$ cat src/rtl/wit_pkg.sv
package wit_pkg;
  function automatic int sat_max(input int w);
    return (1 << w) - 1;
  endfunction

  function automatic int idx_w(input int n);
    return (n > 1) ? $clog2(n) : 1;
  endfunction
endpackage

$ cat src/rtl/wit_sat_cnt.sv
module wit_sat_cnt #(
  parameter int W  = 2,
  parameter int IW = 3
) (
  input  logic          clk_i,
  input  logic          rst_ni,
  input  logic [IW-1:0] inc_i,
  input  logic          dec_i,
  output logic [W-1:0]  cnt_o,
  output logic          ovf_o
);
  localparam int MAX = wit_pkg::sat_max(W);

  logic [W-1:0] cnt_q, cnt_d;
  int sum;

  always_comb begin
    sum   = int'(cnt_q) + int'(inc_i) - int'(dec_i);
    ovf_o = 1'b0;
    if (sum > MAX) begin
      cnt_d = W'(MAX);
      ovf_o = 1'b1;
    end else if (sum < 0) begin
      cnt_d = '0;
      ovf_o = 1'b1;
    end else begin
      cnt_d = W'(sum);
    end
  end

  always_ff @(posedge clk_i or negedge rst_ni) begin
    if (!rst_ni) cnt_q <= '0;
    else         cnt_q <= cnt_d;
  end

  assign cnt_o = cnt_q;
endmodule

$ cat src/rtl/wit_admit.sv
module wit_admit #(
  parameter int NUM_REQ = 4,
  parameter int PAIR_W  = 3,
  parameter int CNT_W   = 2,
  parameter int OUT_W   = 4,
  parameter int IW      = 3
) (
  input  logic [NUM_REQ-1:0]           mask_i,
  input  logic [NUM_REQ*PAIR_W-1:0]    pair_i,
  input  logic [(1<<PAIR_W)*CNT_W-1:0] res_cnt_i,
  input  logic [OUT_W-1:0]             out_cnt_i,
  input  logic [OUT_W-1:0]             thresh_i,
  output logic                         clear_o,
  output logic                         room_o,
  output logic [(1<<PAIR_W)*IW-1:0]    inc_o
);
  localparam int NUM_PAIR = 1 << PAIR_W;

  logic [IW-1:0]     inc_a [NUM_PAIR];
  logic [PAIR_W-1:0] idx;

  always_comb begin
    clear_o = 1'b1;
    idx     = '0;
    for (int p = 0; p < NUM_PAIR; p++) inc_a[p] = '0;
    for (int l = 0; l < NUM_REQ; l++) begin
      if (mask_i[l]) begin
        idx        = pair_i[l*PAIR_W +: PAIR_W];
        inc_a[idx] = inc_a[idx] + 1'b1;
        if (res_cnt_i[int'(idx)*CNT_W +: CNT_W] != '0) clear_o = 1'b0;
      end
    end
    for (int p = 0; p < NUM_PAIR; p++) inc_o[p*IW +: IW] = inc_a[p];
  end

  assign room_o = (out_cnt_i < thresh_i);
endmodule

$ cat src/rtl/wit_drain.sv
module wit_drain #(
  parameter int NUM_REQ = 4,
  parameter int PAIR_W  = 3
) (
  input  logic                        clk_i,
  input  logic                        rst_ni,
  input  logic                        load_i,
  input  logic [NUM_REQ-1:0]          mask_i,
  input  logic [NUM_REQ*PAIR_W-1:0]   pair_i,
  input  logic                        ready_i,
  output logic                        valid_o,
  output logic [PAIR_W-1:0]           pair_o
);
  localparam int LW = wit_pkg::idx_w(NUM_REQ);

  logic [NUM_REQ-1:0] pend_q;
  logic [PAIR_W-1:0]  pair_q [NUM_REQ];
  logic [LW-1:0]      sel;

  // lowest pending lane goes first
  always_comb begin
    sel = '0;
    for (int l = NUM_REQ - 1; l >= 0; l--) begin
      if (pend_q[l]) sel = LW'(l);
    end
  end

  assign valid_o = |pend_q;
  assign pair_o  = pair_q[sel];

  always_ff @(posedge clk_i or negedge rst_ni) begin
    if (!rst_ni) begin
      pend_q <= '0;
      for (int l = 0; l < NUM_REQ; l++) pair_q[l] <= '0;
    end else if (load_i) begin
      pend_q <= mask_i;
      for (int l = 0; l < NUM_REQ; l++) pair_q[l] <= pair_i[l*PAIR_W +: PAIR_W];
    end else if (valid_o && ready_i) begin
      pend_q[sel] <= 1'b0;
    end
  end
endmodule

$ cat src/rtl/warp_inject_throttle.sv
module warp_inject_throttle #(
  parameter int NUM_REQ = 4,
  parameter int CTRL_W  = 1,
  parameter int BANK_W  = 2,
  parameter int CNT_W   = 2,
  parameter int OUT_W   = 4
) (
  input  logic                      clk_i,
  input  logic                      rst_ni,
  input  logic [OUT_W-1:0]          thresh_i,
  input  logic                      grp_valid_i,
  input  logic [NUM_REQ-1:0]        grp_mask_i,
  input  logic [NUM_REQ*CTRL_W-1:0] grp_ctrl_i,
  input  logic [NUM_REQ*BANK_W-1:0] grp_bank_i,
  output logic                      grp_accept_o,
  output logic                      throttle_o,
  output logic                      req_valid_o,
  input  logic                      req_ready_i,
  output logic [CTRL_W-1:0]         req_ctrl_o,
  output logic [BANK_W-1:0]         req_bank_o,
  input  logic                      cpl_valid_i,
  input  logic [CTRL_W-1:0]         cpl_ctrl_i,
  input  logic [BANK_W-1:0]         cpl_bank_i,
  output logic                      err_o
);
  localparam int PAIR_W   = CTRL_W + BANK_W;
  localparam int NUM_PAIR = 1 << PAIR_W;
  localparam int IW       = $clog2(NUM_REQ + 1);

  logic [NUM_REQ*PAIR_W-1:0]  grp_pair;
  logic [NUM_PAIR*CNT_W-1:0]  res_cnt;
  logic [NUM_PAIR*IW-1:0]     res_inc;
  logic [NUM_PAIR-1:0]        res_ovf;
  logic [OUT_W-1:0]           out_cnt;
  logic [IW-1:0]              out_inc;
  logic                       out_ovf;
  logic                       clear, room, busy;
  logic [PAIR_W-1:0]          cpl_pair, req_pair;
  logic                       err_q;

  for (genvar l = 0; l < NUM_REQ; l++) begin : g_lane
    assign grp_pair[l*PAIR_W +: PAIR_W] = {grp_ctrl_i[l*CTRL_W +: CTRL_W],
                                           grp_bank_i[l*BANK_W +: BANK_W]};
  end

  assign cpl_pair = {cpl_ctrl_i, cpl_bank_i};

  wit_admit #(
    .NUM_REQ(NUM_REQ), .PAIR_W(PAIR_W), .CNT_W(CNT_W), .OUT_W(OUT_W), .IW(IW)
  ) u_admit (
    .mask_i    (grp_mask_i),
    .pair_i    (grp_pair),
    .res_cnt_i (res_cnt),
    .out_cnt_i (out_cnt),
    .thresh_i  (thresh_i),
    .clear_o   (clear),
    .room_o    (room),
    .inc_o     (res_inc)
  );

  assign grp_accept_o = grp_valid_i && !busy && clear && room;
  assign throttle_o   = grp_valid_i && !busy && !(clear && room);

  for (genvar p = 0; p < NUM_PAIR; p++) begin : g_pair
    logic [IW-1:0] inc_p;
    assign inc_p = grp_accept_o ? res_inc[p*IW +: IW] : '0;
    wit_sat_cnt #(.W(CNT_W), .IW(IW)) u_cnt (
      .clk_i  (clk_i),
      .rst_ni (rst_ni),
      .inc_i  (inc_p),
      .dec_i  (cpl_valid_i && (cpl_pair == PAIR_W'(p))),
      .cnt_o  (res_cnt[p*CNT_W +: CNT_W]),
      .ovf_o  (res_ovf[p])
    );
  end

  assign out_inc = grp_accept_o ? IW'($countones(grp_mask_i)) : '0;

  wit_sat_cnt #(.W(OUT_W), .IW(IW)) u_out (
    .clk_i  (clk_i),
    .rst_ni (rst_ni),
    .inc_i  (out_inc),
    .dec_i  (cpl_valid_i),
    .cnt_o  (out_cnt),
    .ovf_o  (out_ovf)
  );

  wit_drain #(.NUM_REQ(NUM_REQ), .PAIR_W(PAIR_W)) u_drain (
    .clk_i   (clk_i),
    .rst_ni  (rst_ni),
    .load_i  (grp_accept_o),
    .mask_i  (grp_mask_i),
    .pair_i  (grp_pair),
    .ready_i (req_ready_i),
    .valid_o (busy),
    .pair_o  (req_pair)
  );

  assign req_valid_o = busy;
  assign req_ctrl_o  = req_pair[PAIR_W-1:BANK_W];
  assign req_bank_o  = req_pair[BANK_W-1:0];

  always_ff @(posedge clk_i or negedge rst_ni) begin
    if (!rst_ni) err_q <= 1'b0;
    else         err_q <= err_q | out_ovf | (|res_ovf);
  end

  assign err_o = err_q;
endmodule

$ cat config.mk
export PLATFORM = sky130hd
export DESIGN_NAME = warp_inject_throttle
export DESIGN_NICKNAME = d
export VERILOG_FILES = /design/src/rtl/wit_pkg.sv /design/src/rtl/wit_sat_cnt.sv /design/src/rtl/wit_admit.sv /design/src/rtl/wit_drain.sv /design/src/rtl/warp_inject_throttle.sv
export SDC_FILE = /design/constraint.sdc
export NUM_CORES = 1
export LEC_CHECK = 0
export CAP_MARGIN = 20
export CORE_MARGIN = 2
export CORE_UTILIZATION = 40
export DETAILED_ROUTE_END_ITERATION = 6
export RECOVER_POWER = 50
export SETUP_SLACK_MARGIN = 0.1
export SLEW_MARGIN = 10
export SYNTH_ARGS = -nofsm -noshare
export SYNTH_HDL_FRONTEND = slang
export SYNTH_SLANG_ARGS = --single-unit
$ cat constraint.sdc
create_clock -name clk_i -period 8.4 [get_ports clk_i]
set_input_delay 1.26 -clock clk_i [delete_from_list [all_inputs] [get_ports clk_i]]
set_output_delay 1.26 -clock clk_i [all_outputs]
set_load 0.05 [all_outputs]
Yosys cells after proc, flatten, opt, wreduce, memory -nomap -nowiden. Memory sizes are Yosys's and may differ from the RTL's. Index checks and enable logic that the tools add are counted.

Memory bits (read-only): 24. Word-level logic and storage cells: 211. Register bits: 37. Output and inout bits: 7. Bits of input ports: 28. Memories: 1.

Memory list: (no name shown) (depth 8, bits a word 3, read ports 1, clocked after Yosys merged registers in 0, write ports 0, RTL line wit_admit.sv:29) `inc_a[idx] = inc_a[idx] + 1'b1;`.

Muxes and demuxes: 90. Equality and inequality tests: 7. Bitwise gates (word level): 10. Order comparisons: 30. Shifts and indexed selects: 4. Add/sub/neg operators: 25. Reduce and logical (&&, ||, !) cells: 29.

Operators with widths (count): less-than comparator 32 x 1 -> 1 bit, second input constant (9); subtractor 32 x 2 -> 32 bit (9); greater-than comparator 32 x 3 -> 1 bit, second input constant (8); two-way mux 24 bit (4); bitwise mux 24 bit (3); two-way mux 3 bit (23); variable part select 16 x 5 -> 2 bit (4); two-way mux 2 bit (20); demux 3 bit (select 3 bit) (4); adder 2 x 3 -> 4 bit (8); greater-than comparator 32 x 5 -> 1 bit, second input constant (1); binary-select mux 3 bit (select 3 bit) (3); two-way mux 1 bit (27); AND 24 bit (1); logical AND 1 bit (19); greater-or-equal comparator 4 bit, second input constant (4); less-than comparator 4 x 1 -> 1 bit, second input constant (4); two-way mux 4 bit (4); NOT 3 -> 4 bit (4); adder 3 x 1 -> 3 bit, second input constant (4); equality test 3 bit, second input constant (4); nonzero test 2 bit (5); OR reduction 8 bit (1); binary-select mux 3 bit (select 2 bit) (1); 17 further kinds (21).

Depth between registers and ports, before layout. Gate-level depths: netlist (run 1).

Word-level depth: 33. Depth in mapped cells: 33. Depth with buffers taken out: 29.

Cells and area by module. From an unflattened synthesis (run 1), not the netlist that was laid out.

Cell total of the unflattened synthesis: 659. Area, all modules: 5370.2 um2.

By module, submodules not included: wit_sat_cnt (g_pair[1].u_cnt ...) (cells each 29, times used 7, sequential area each 50.0 um2, area each 260.2 um2); wit_admit (cells each 267, times used 1, sequential area each 0.0 um2, area each 1801.7 um2); wit_drain (cells each 60, times used 1, sequential area each 400.4 um2, area each 713.2 um2); wit_sat_cnt (u_out) (cells each 44, times used 1, sequential area each 100.1 um2, area each 390.4 um2); warp_inject_throttle (cells each 54, times used 1, sequential area each 25.0 um2, area each 374.1 um2); wit_sat_cnt (g_pair[0].u_cnt) (cells each 31, times used 1, sequential area each 50.0 um2, area each 269.0 um2).

Worst setup path after synthesis (run 1). No wires, ideal clock.

Path type: input to register. Start: input grp_ctrl_i[1]. End: register err_q (netlist: err_o). Library setup time: 0.138 ns. Setup slack: 1.863 ns. Arrival time: 6.399 ns. Path buffers: 4. Required time: 8.262 ns. Cell stages on the path: 29. Cells stage by stage: buf_2 > or2_2 > clkbuf_1 > nor2_1 > a21oi_1 > mux4_2 > mux2i_2 > ha_1 > buf_2 > a21oi_1 > mux2i_1 > a211oi_1 > a211oi_1 > ha_1 > clkbuf_1 > nor2_1 > a21oi_1 > nand2_1 > fa_1 > xor2_1 > nor2_1 > ha_1 > nand2b_1 > nor3_1 > o21ai_0 > mux2_2 > a21oi_1 > and4b_1 > o2111ai_2.

Cells in the longest elaborated chain, start to end: 27. Elaborated cells on any way between the ends: 100. Classes of those cells: 21 x add/sub; 20 x order compare; 1 x shift; 50 x mux; 3 x bitwise; 5 x reduce/logical.

Ends and longest elaborated chain: start, declared (RTL line warp_inject_throttle.sv:13) `input logic [NUM_REQ*CTRL_W-1:0] grp_ctrl_i,`; NOT 3 -> 4 bit (implied by the code) (RTL line wit_admit.sv:29); binary-select mux 3 bit (select 3 bit) (tied with other cells) (RTL line wit_admit.sv:29); two-way mux 3 bit (implied by the code) / logical AND 1 bit (equally long branches) (RTL line wit_admit.sv:29); two-way mux 3 bit (implied by the code) (RTL line wit_admit.sv:29); adder 3 x 1 -> 3 bit / demux 3 bit (select 3 bit) (equally long branches) (RTL line wit_admit.sv:29); bitwise mux 24 bit (RTL line wit_admit.sv:29); two-way mux 24 bit (RTL line wit_admit.sv:27) `if (mask_i[l]) begin`; binary-select mux 3 bit (select 3 bit) (RTL line wit_admit.sv:29); [... 11 more ...]; two-way mux 3 bit (RTL line warp_inject_throttle.sv:66) `assign inc_p = grp_accept_o ? res_inc[p*IW +: IW] : '0;`; adder 2 x 3 -> 4 bit (RTL line wit_sat_cnt.sv:18) `sum = int'(cnt_q) + int'(inc_i) - int'(dec_i);`; subtractor 32 x 2 -> 32 bit (RTL line wit_sat_cnt.sv:18); less-than comparator 32 x 1 -> 1 bit (RTL line wit_sat_cnt.sv:23) `end else if (sum < 0) begin`; two-way mux 1 bit (RTL line wit_sat_cnt.sv:23); two-way mux 1 bit (RTL line wit_sat_cnt.sv:20) `if (sum > MAX) begin`; OR reduction 8 bit (RTL line warp_inject_throttle.sv:105) `else err_q <= err_q | out_ovf | (|res_ovf);`; OR 1 bit * (RTL line warp_inject_throttle.sv:105); end signal, assigned (RTL line warp_inject_throttle.sv:105); end, declared (RTL line warp_inject_throttle.sv:39) `logic err_q;`.

Mark *: on every way between the ends. The rest lies on a longest branch, timed or not. The select of a mux whose other input is x is not followed. A chain may end at the register's enable or synchronous reset.

Final worst setup path (run 1).
Start: input grp_bank_i[0]. End: register err_q (netlist: err_o).

Cells in the longest elaborated chain, start to end: 33. Elaborated cells on any way between the ends: 108. Classes of those cells: 22 x add/sub; 20 x order compare; 1 x shift; 55 x mux; 4 x bitwise; 5 x reduce/logical; 1 x memory.

Ends and longest elaborated chain: start, declared (RTL line warp_inject_throttle.sv:14) `input logic [NUM_REQ*BANK_W-1:0] grp_bank_i,`; NOT 3 -> 4 bit (implied by the code) (RTL line wit_admit.sv:29); memory (8 x 3 bit) (tied with other cells); two-way mux 3 bit (implied by the code) / logical AND 1 bit (equally long branches) (RTL line wit_admit.sv:29); two-way mux 3 bit (implied by the code) (RTL line wit_admit.sv:29); adder 3 x 1 -> 3 bit / demux 3 bit (select 3 bit) (equally long branches) (RTL line wit_admit.sv:29); AND 24 bit (no line); two-way mux 24 bit (RTL line wit_admit.sv:27); binary-select mux 3 bit (select 3 bit) (RTL line wit_admit.sv:29); [... 17 more ...]; two-way mux 3 bit (RTL line warp_inject_throttle.sv:66); adder 2 x 3 -> 4 bit (RTL line wit_sat_cnt.sv:18); subtractor 32 x 2 -> 32 bit (RTL line wit_sat_cnt.sv:18); less-than comparator 32 x 1 -> 1 bit (RTL line wit_sat_cnt.sv:23); two-way mux 1 bit (RTL line wit_sat_cnt.sv:23); two-way mux 1 bit (RTL line wit_sat_cnt.sv:20); OR reduction 8 bit (RTL line warp_inject_throttle.sv:105); OR 1 bit * (RTL line warp_inject_throttle.sv:105).

Marks and branches as above.

==> results_dict.tcl, run 1 <==
set metrics [dict create \
    relSlewSlack_pct -43.23 \
    worst_r2r_endpoint "err_o$_DFF_PN0_" \
    multi_input_area_sq_um 3915 \
    fillCellCount 1280 \
    clock_sinks 37 \
    holdBufCountCts 0 \
    crit_arrival_ps 7670 \
    fin_worst_skew_ps 11.91 \
    fmax_mhz 133.1 \
    ys_ff_latch 37 \
    cts_buffers 5 \
    drive_gt1_share_pct 5.907 \
    period_minus_slack_ps 7514 \
    rr_startpoint "g_pair[3].u_cnt.cnt_o[1]$_DFF_PN0_" \
    setup_viol 0 \
    ff_latch_area_sq_um 925.9 \
    crit_type "input port to flop" \
    rsz0062_at_grt "no" \
    htree_levels 2 \
    insertion_delay_ps 290 \
    wirelength_microns 16350 \
    syn_to_final_growth_pct 11.37 \
    grt_usage_pct 23.75 \
    slew_violations 38 \
    place_area_sq_um 5662 \
    path_clk_slew_ps 60 \
    detail-route-antenna-nets 0 \
    gp_congestion 0.9263 \
    cts-root-buf "clkbuf_16" \
    ys_seq_area_share_pct 17.75 \
    required_ps 8560 \
    post_drt_via_cell_ratio 5.892 \
    crit_path_end "err_o$_DFF_PN0_" \
    finalCritPeriodShare_pct 89.45 \
    hold_start "u_drain.pair_q[4]$_DFFE_PN0P_" \
    placementRows 41 \
    final_cell_area_sq_um 5808 \
    drt_iter0_markers 382 \
    fin_setup_tns_ps 0 \
    post-route-drc-count 0 \
    start_util_pct 41.16 \
    hold_ws_ps 474.4 \
    die_h_microns 118.2 \
    failed_checks "max-capacitance violations, max-slew violations" \
    worstMarginPinSlew_ps 2148 \
    start_kind "input port" \
    grt_start_max_net_pins 38 \
    antenna_cells 0 \
    avgSynthCellArea_sq_um 7.493 \
    dr.pass1.iters 5 \
    status "complete, but fails checks" \
    max_cap_viol_count 1 \
    end_kind "flop" \
    die_w_microns 118.2 \
    synthesis.yosys.warnings 0 \
    r2r_setup_slack_ps 3010 \
    synth_cell_type_count 77 \
    synth_cells 696 \
    worstPathMaxFanout 12 \
    reg2regPathDepth 22 \
    peakVddDrop_mv 0.1153 \
    synth_nets 787 \
    total_power_mw 1.071 \
    hold_class "flop to flop" \
    finalHoldViolations 0 \
    leakagePower_nw 2.469 \
    ios 35 \
    finalNetCount 801 \
    via_count 5203 \
    powerDensity_nw_per_um2 184.4 \
    coreArea_sq_um 12670 \
    routedWlPerCell_microns 18.52 \
    layout_setup_ws_ps 886.3 \
    place_ws_ps 688.9 \
    synth_flop_cell "dfrtp_1" \
    syn_area_sq_um 5215 \
    clk_path_buf_depth 2 \
    die_area_sq_um 13970 \
    grt_pass1_wl_microns 26570 \
    crit_start "grp_bank_i[0]" \
    cts-resized-gates 0 \
    grt_pass1_vias 5030 \
    place_hpwl_microns 13040 \
    synth-async-reset-ratio_pct 100.0 \
    synth_edf_count 0 \
    antenna_found_initial 0 \
    cts_tree "done" \
    grt-ovfl-total 0 \
    post_cts_buffers 0 \
    port_buffers 34 \
]
-- state kept, by name, indices dropped and copies added (netlist names) --
register / cells
u_drain.pend_q: 4
g_pair.u_cnt.cnt_o: 16
err_o: 1
u_out.cnt_o: 4
u_drain.pair_q: 12
-- cell usage in the layout, fill, tap and decap left out, types with 5 or more instances in the layout --
cell type,instances
fa_1,10
nand4_1,10
a21oi_1,63
buf_4,6
nor3b_1,5
mux2_2,5
inv_1,59
nand3_1,30
nand2b_1,17
o31ai_1,6
o211ai_1,8
a211oi_1,10
xor2_1,6
a31oi_1,8
dfrtp_1,37
xnor2_1,15
clkbuf_16,5
nor3_1,35
nand4b_1,7
ha_1,53
nor4_1,7
or2_2,6
o21ai_0,27
clkdlybuf4s50_1,30
nor2b_1,8
and3_1,5
mux2i_1,8
nor2_1,73
nand2_1,68
nand3b_1,7
-- report_power, final --
group | switching, mW | total (mW) | leakage [nW] | internal, mW
Sequential | 0.0746 | 0.334 | 0.436 | 0.259
Combinational | 0.336 | 0.545 | 1.97 | 0.209
Clock | 0.0822 | 0.192 | 0.0621 | 0.110
-- worst max-delay path, stage by stage --
cell and delay, ps:
clkdlybuf4s50_1 750, xnor2_1 140, nand4_1 310, nand2_1 90, o31a_1 170, mux4_2 490
mux2i_2 340, ha_1 370, a21oi_1 250, mux2i_1 100, a211oi_1 260, a211oi_1 100
ha_1 450, nor2_1 80, a21oi_1 200, nand2_1 130, fa_1 500, xor2_1 220
nor2_1 60, ha_1 290, nor2b_1 200, nand3_1 100, nor3b_1 220, a31oi_1 100
a21oi_1 170, and4b_1 230, o2111ai_2 90
-- cells by family (layout without fill, tap and decap cells) --
| logic type | after synthesis | after routing | share of synthesized area (%) |
|---|---|---|---|
| mux | 17 | 17 | 4.247 |
| fa+ha+maj | 63 | 63 | 16.55 |
| flops | 37 | 37 | 17.75 |
| buf+inv | 93 | 108 | 7.174 |
| xor+xnor | 21 | 21 | 3.527 |
| simple gates | 303 | 303 | 30.11 |
| compound gates | 162 | 162 | 20.63 |
-- per-layer routing --
layer  global-route usage [%]  vias to the layer above  part of all wire, %  routed length, microns
met5                        0                        -                    0                       0
met4                    6.928                        0                  2.3                     376
met3                    3.716                       27                  5.5                     895
met2                    38.22                      172                   45                    7418
met1                    32.78                     2474                   47                    7662
li1                         -                     2530                    -                       -
-- worst min path at each step --
stage,end,cells past startpoint
after detailed placement,u_drain.pair_q[4]$_DFFE_PN0P_,2
after global routing,u_drain.pair_q[11]$_DFFE_PN0P_,2
after CTS,u_drain.pair_q[4]$_DFFE_PN0P_,2
after global placement,u_drain.pair_q[4]$_DFFE_PN0P_,2
after floorplan,u_drain.pair_q[6]$_DFFE_PN0P_,2
final,u_drain.pair_q[4]$_DFFE_PN0P_,2
-- synthesized netlist by cell type, drive strengths merged (3+ instances only) --
library cell,instances,share of area [%]
o32a,3,0.58
nor3b,6,0.96
nand4,10,1.2
buf,16,1.6
mux2,5,1.1
nor2,73,5.3
nand4b,7,1.2
or3,4,0.48
mux4,3,1.4
o21ai,27,2.6
ha,53,13
nor4,8,1.2
clkbuf,17,1.2
nor3,36,3.6
a22oi,3,0.43
a21o,4,0.58
xnor2,15,2.5
a211oi,12,2.1
nand3b,7,1.0
and4b,4,0.77
inv,59,4.2
nand2,69,5.0
o2111ai,3,0.62
o31ai,6,0.86
a2111oi,4,1.2
and3,5,0.60
nor2b,8,0.96
nand3,30,2.9
dfrtp,37,18
xor2,6,1.0
o211ai,8,1.2
o22ai,4,0.48
and4,3,0.50
fa,10,3.8
a31oi,8,0.96
or2,7,0.84
nand2b,18,2.3
mux2i,9,1.8
a21oi,63,6.0
-- final cells by class --
| type | count | area share (%) |
|---|---|---|
| well taps | 172 | 3.705 |
| flip-flops and latches | 37 | 15.94 |
| multi-input cells | 566 | 67.41 |
| clock inverters | 3 | 0.3878 |
| clock buffers | 5 | 2.154 |
| inverters | 60 | 3.878 |
| repair buffers | 40 | 6.527 |
-- metrics by stage --
stage,util (%),instances
floorplan,-,696
CTS,45.85,883
finish,45.84,883
detailed placement,44.68,875
global route,45.84,883
global placement,44.68,875
Power figures use the tool's default switching activity.
==> inputs of run 2 (changes only) <==
--- a/config.mk
+++ b/config.mk
@@ -8,6 +8,8 @@
 export CAP_MARGIN = 20
 export CORE_MARGIN = 2
 export CORE_UTILIZATION = 40
+export CTS_BUF_LIST = sky130_fd_sc_hd__clkbuf_4 sky130_fd_sc_hd__clkbuf_8
+export CTS_CLUSTER_SIZE = 12
 export DETAILED_ROUTE_END_ITERATION = 6
 export RECOVER_POWER = 50
 export SETUP_SLACK_MARGIN = 0.1
==> run 2 against run 1 <==
Net effect: the run still ends with max-capacitance violations, max-slew violations left; clock skew grew 3.5 ps; core utilization down 0.44 points; fmax grew 0.73%; die area unchanged; sequential share of layout area up 0.16 points; worst setup slack better by 55 ps; via count decreased by 0.19%; combinational power about the same; global-route usage hardly changed.
==> results_dict.tcl, run 2 (synthesis gave the netlist of run 1 again) <==
set metrics [dict create \
    status "complete, but fails checks" \
    failed_checks "max-capacitance violations, max-slew violations" \
    syn_to_final_growth_pct 10.29 \
    worstPathMaxFanout 12 \
    post_cts_buffers 0 \
    layout_commonest_cell "nor2_1" \
    port_buffers 34 \
    fin_setup_tns_ps 0 \
    routedWlPerCell_microns 18.45 \
    cts_tree "done" \
    crit_arrival_ps 7640 \
    die_h_microns 118.2 \
    grt_pass1_wl_microns 26610 \
    setup_viol 0 \
    path_clk_slew_ps 80 \
    die_area_sq_um 13970 \
    gp_congestion 0.9263 \
    cts_buffers 5 \
    placementRows 41 \
    finalCritPeriodShare_pct 88.80 \
    relSlewSlack_pct -43.34 \
    worstMarginPinSlew_ps 2150 \
    crit_buf_inv 1 \
    slew_violations 38 \
    dr.pass1.iters 5 \
    antenna_found_initial 0 \
    grt_usage_pct 23.74 \
    finalHoldViolations 0 \
    via_count 5193 \
    cts-resized-gates 0 \
    drt_iter0_markers 344 \
    peakVddDrop_mv 0.1017 \
    finalNetCount 801 \
    rsz0062_at_grt "no" \
    crit_start "grp_bank_i[0]" \
    rr_startpoint "g_pair[7].u_cnt.cnt_o[1]$_DFF_PN0_" \
    antenna_cells 0 \
    holdBufCountCts 0 \
    r2r_setup_slack_ps 2960 \
    start_kind "input port" \
    hold_start "u_drain.pair_q[4]$_DFFE_PN0P_" \
    layout_common_cells "nor2_1 (73), nand2_1 (68), a21oi_1 (63)" \
    powerDensity_nw_per_um2 176.0 \
    path_delay_family "adder cells" \
    clock_sinks 37 \
    end_kind "flop" \
    post-route-drc-count 0 \
    hold_class "flop to flop" \
    grt_pass1_vias 5026 \
    largest_register_ffs 16 \
    period_minus_slack_ps 7459 \
    cpPeakStageDelay_ps 740 \
    insertion_delay_ps 310 \
    fin_worst_skew_ps 15.43 \
    crit_type "input port to flop" \
    die_w_microns 118.2 \
    coreArea_sq_um 12670 \
    grt-ovfl-total 0 \
    leakagePower_nw 2.444 \
    ios 35 \
    fillCellCount 1291 \
    post_drt_via_cell_ratio 5.881 \
    grt_start_max_net_pins 38 \
    cpMaxStageDelayCell "clkdlybuf4s50_1" \
    wirelength_microns 16300 \
    clk_path_buf_depth 2 \
    max_cap_viol_count 1 \
    start_util_pct 41.16 \
    place_hpwl_microns 13040 \
    drive_gt1_share_pct 5.907 \
    fin_util_pct 45.39 \
    detail-route-antenna-nets 0 \
    cts-root-buf "clkbuf_8" \
    fmax_mhz 134.1 \
    htree_levels 2 \
    required_ps 8580 \
]
==> run 2: worst paths after layout <==
path                                                       to  cells past startpoint
max                                           err_o$_DFF_PN0_                     27
min                             u_drain.pair_q[4]$_DFFE_PN0P_                      2
max in group asynchronous  g_pair[2].u_cnt.cnt_o[0]$_DFF_PN0_                      1
max reg2reg                                   err_o$_DFF_PN0_                     22
min reg2reg                     u_drain.pair_q[4]$_DFFE_PN0P_                      2
min in group asynchronous       u_drain.pend_q[0]$_DFFE_PN0P_                      1
==> run 2: area by class of cell <==
| type | count | area (sq um) | area share (%) |
|---|---|---|---|
| Sequential cell | 37 | 925.9 | 16.10 |
| Tap cell | 172 | 215.2 | 3.742 |
| Clock inverter | 3 | 22.52 | 0.3916 |
| Clock buffer | 5 | 68.82 | 1.196 |
| Inverter | 60 | 225.2 | 3.916 |
| Multi-Input combinational cell | 566 | 3915 | 68.07 |
| Timing Repair Buffer | 40 | 379.1 | 6.591 |
==> run 2: where the power goes <==
group / switching (mW) / leakage [nW] / total [mW] / internal, mW
clock: 0.0773 / 0.0364 / 0.136 / 0.0583
combinational: 0.335 / 1.97 / 0.544 / 0.209
sequential: 0.0745 / 0.436 / 0.333 / 0.259
total: 0.487 / 2.44 / 1.01 / 0.526
==> run 2: layer usage <==
metal	GRT usage [%]	vias to the layer above	share of wire, %
li1	-	2526	-
met1	32.96	2483	46
met2	38.08	158	46
met3	3.427	26	5.5
met4	7.154	0	2.4
met5	0	-	0
==> run 2: stage by stage <==
step	power [mW]	std cells	setup WS, ps	instance area [sq um]	hold slack (ps)
after CTS	1.015	883	1008	5753	475.2
after detailed placement	0.8766	875	688.9	5662	457.3
final	1.013	883	940.9	5752	480.1
after global placement	0.8635	875	899.8	5662	452.5
after global routing	1.104	883	514.6	5752	523.9
after floorplan	0.7023	696	1863	5215	439.0
==> run 2: tightest hold or removal path: cells and delay by family (launching register included) <==
kind	cells	cell delay, ps
simple gates	2	100
flops	1	350
==> inputs of run 3 (changes only) <==
==> constraint.sdc (replaced) <==
create_clock -name clk_i -period 8.1 [get_ports clk_i]
set_input_delay 1.215 -clock clk_i [delete_from_list [all_inputs] [get_ports clk_i]]
set_output_delay 1.215 -clock clk_i [all_outputs]
set_load 0.05 [all_outputs]
==> run 3 against run 2 <==
Net effect: the run still ends with max-capacitance violations, max-slew violations left; worst setup slack worse by 250 ps; clock skew is 1.7 ps lower; clock-buffer cell count is 1 higher; die area is the same; first-iteration DRC count increased by 22%; critical path type unchanged; largest cell class unchanged.
==> results_dict.tcl, run 3 (synthesis gave the netlist of run 1 again) <==
set metrics [dict create \
    status "complete, but fails checks" \
    failed_checks "max-capacitance violations, max-slew violations" \
    post-route-drc-count 0 \
    place_ws_ps 520.8 \
    antenna_cells 0 \
    required_ps 8280 \
    max_cap_viol_count 1 \
    cpPeakStageDelay_ps 730 \
    die_h_microns 118.2 \
    detail-route-antenna-nets 0 \
    end_kind "flop" \
    fillCellCount 1275 \
    cts_tree "done" \
    clock_sinks 37 \
    place_hpwl_microns 13020 \
    layout_setup_ws_ps 691.8 \
    largest_register_ffs 16 \
    cts_buffers 5 \
    setup_viol 0 \
    post_drt_via_cell_ratio 5.930 \
    rsz0062_at_grt "no" \
    hold_class "flop to flop" \
    wirelength_microns 16420 \
    ios 35 \
    grt_pass1_wl_microns 26530 \
    coreArea_sq_um 12670 \
    die_w_microns 118.2 \
    path_delay_family "adder cells" \
    grt-ovfl-total 0 \
    peakVddDrop_mv 0.09498 \
    fin_setup_tns_ps 0 \
    worst-path-stages 27 \
    finalNetCount 802 \
    dp.cells 876 \
    via_count 5242 \
    routedWlPerCell_microns 18.57 \
    finalCritPeriodShare_pct 91.46 \
    relSlewSlack_pct -38.09 \
    port_buffers 34 \
    fin_util_pct 45.68 \
    worstPathMaxFanout 12 \
    insertion_delay_ps 310 \
    finalHoldViolations 0 \
    layout_commonest_cell "nor2_1" \
    dr.pass1.iters 5 \
    crit_buf_inv 1 \
    fmax_mhz 135.0 \
    powerDensity_nw_per_um2 187.6 \
    htree_levels 2 \
    start_util_pct 41.16 \
    start_kind "input port" \
    gp_congestion 0.9385 \
    slew_violations 38 \
    crit_type "input port to flop" \
    syn_to_final_growth_pct 10.99 \
    post_cts_buffers 0 \
    drive_gt1_share_pct 6.039 \
    holdBufCountCts 0 \
    placementRows 41 \
    drt_iter0_markers 418 \
    reg2regPathDepth 18 \
    crit_top_cell "a21oi_1" \
    grt_start_max_net_pins 38 \
    crit_arrival_ps 7590 \
    whs_path_depth 2 \
    path_clk_slew_ps 90 \
    cts-resized-gates 0 \
    grt_pass1_vias 5124 \
    clk_path_buf_depth 2 \
    leakagePower_nw 2.469 \
    antenna_found_initial 0 \
    r2r_setup_slack_ps 2790 \
    worstMarginPinSlew_ps 2071 \
    cpMaxStageDelayCell "clkdlybuf4s50_1" \
    fin_cells 884 \
    period_minus_slack_ps 7408 \
    layout_common_cells "nor2_1 (73), nand2_1 (68), a21oi_1 (63)" \
    fin_worst_skew_ps 13.77 \
    grt_usage_pct 23.76 \
    cts-root-buf "clkbuf_8" \
    die_area_sq_um 13970 \
]
==> run 3: cell types whose count changed in the layout (fill, tap and decap cells not counted), sizes merged <==
cell      previous run  this run
buf                  6         7
clkbuf               6         7
bufinv               0         1
clkinvlp             3         1
==> run 3: power by group <==
group | switching [mW] | internal, mW
logic | 0.345 | 0.218
clock network | 0.0765 | 0.100
registers | 0.0777 | 0.268
total | 0.499 | 0.586
==> run 3: layout make-up <==
cell class | instances | area (sq um) | share of cell area, %
multi-input cells | 566 | 3915 | 67.64
repair buffers | 41 | 386.6 | 6.680
inverters | 60 | 225.2 | 3.891
clock inverters | 2 | 37.54 | 0.6485
clock buffers | 6 | 82.58 | 1.427
well taps | 172 | 215.2 | 3.718
flip-flops and latches | 37 | 925.9 | 16.00
==> run 3: final timing paths <==
check                                                   startpoint                             end
worst max-delay path                                 grp_bank_i[0]                 err_o$_DFF_PN0_
worst min-delay path                 u_drain.pair_q[4]$_DFFE_PN0P_   u_drain.pair_q[4]$_DFFE_PN0P_
worst max register to register  g_pair[7].u_cnt.cnt_o[1]$_DFF_PN0_                 err_o$_DFF_PN0_
worst min register to register       u_drain.pair_q[4]$_DFFE_PN0P_   u_drain.pair_q[4]$_DFFE_PN0P_
max in group asynchronous                                   rst_ni   u_drain.pair_q[6]$_DFFE_PN0P_
min in group asynchronous                                   rst_ni  u_drain.pair_q[10]$_DFFE_PN0P_
==> run 3: tightest hold or removal path: stages, from the launching register on <==
cell and delay, ps:
dfrtp_1 350, nand2_1 50, nand2_1 50
==> run 3: per-stage QoR <==
step | cell area (sq um) | power (mW) | hold WS, ps
final | 5788 | 1.086 | 476.5
after global routing | 5788 | 1.178 | 515.9
after CTS | 5789 | 1.088 | 477.6
after detailed placement | 5669 | 0.9108 | 457.2
after global placement | 5669 | 0.8955 | 451.7
after floorplan | 5215 | 0.7283 | 439.0
==> run 3: layer usage <==
metal	wire length, microns	GRT usage, %
met1	7408	31.66
met2	7466	38.91
met3	1098	4.295
met4	444	7.530
met5	0	0
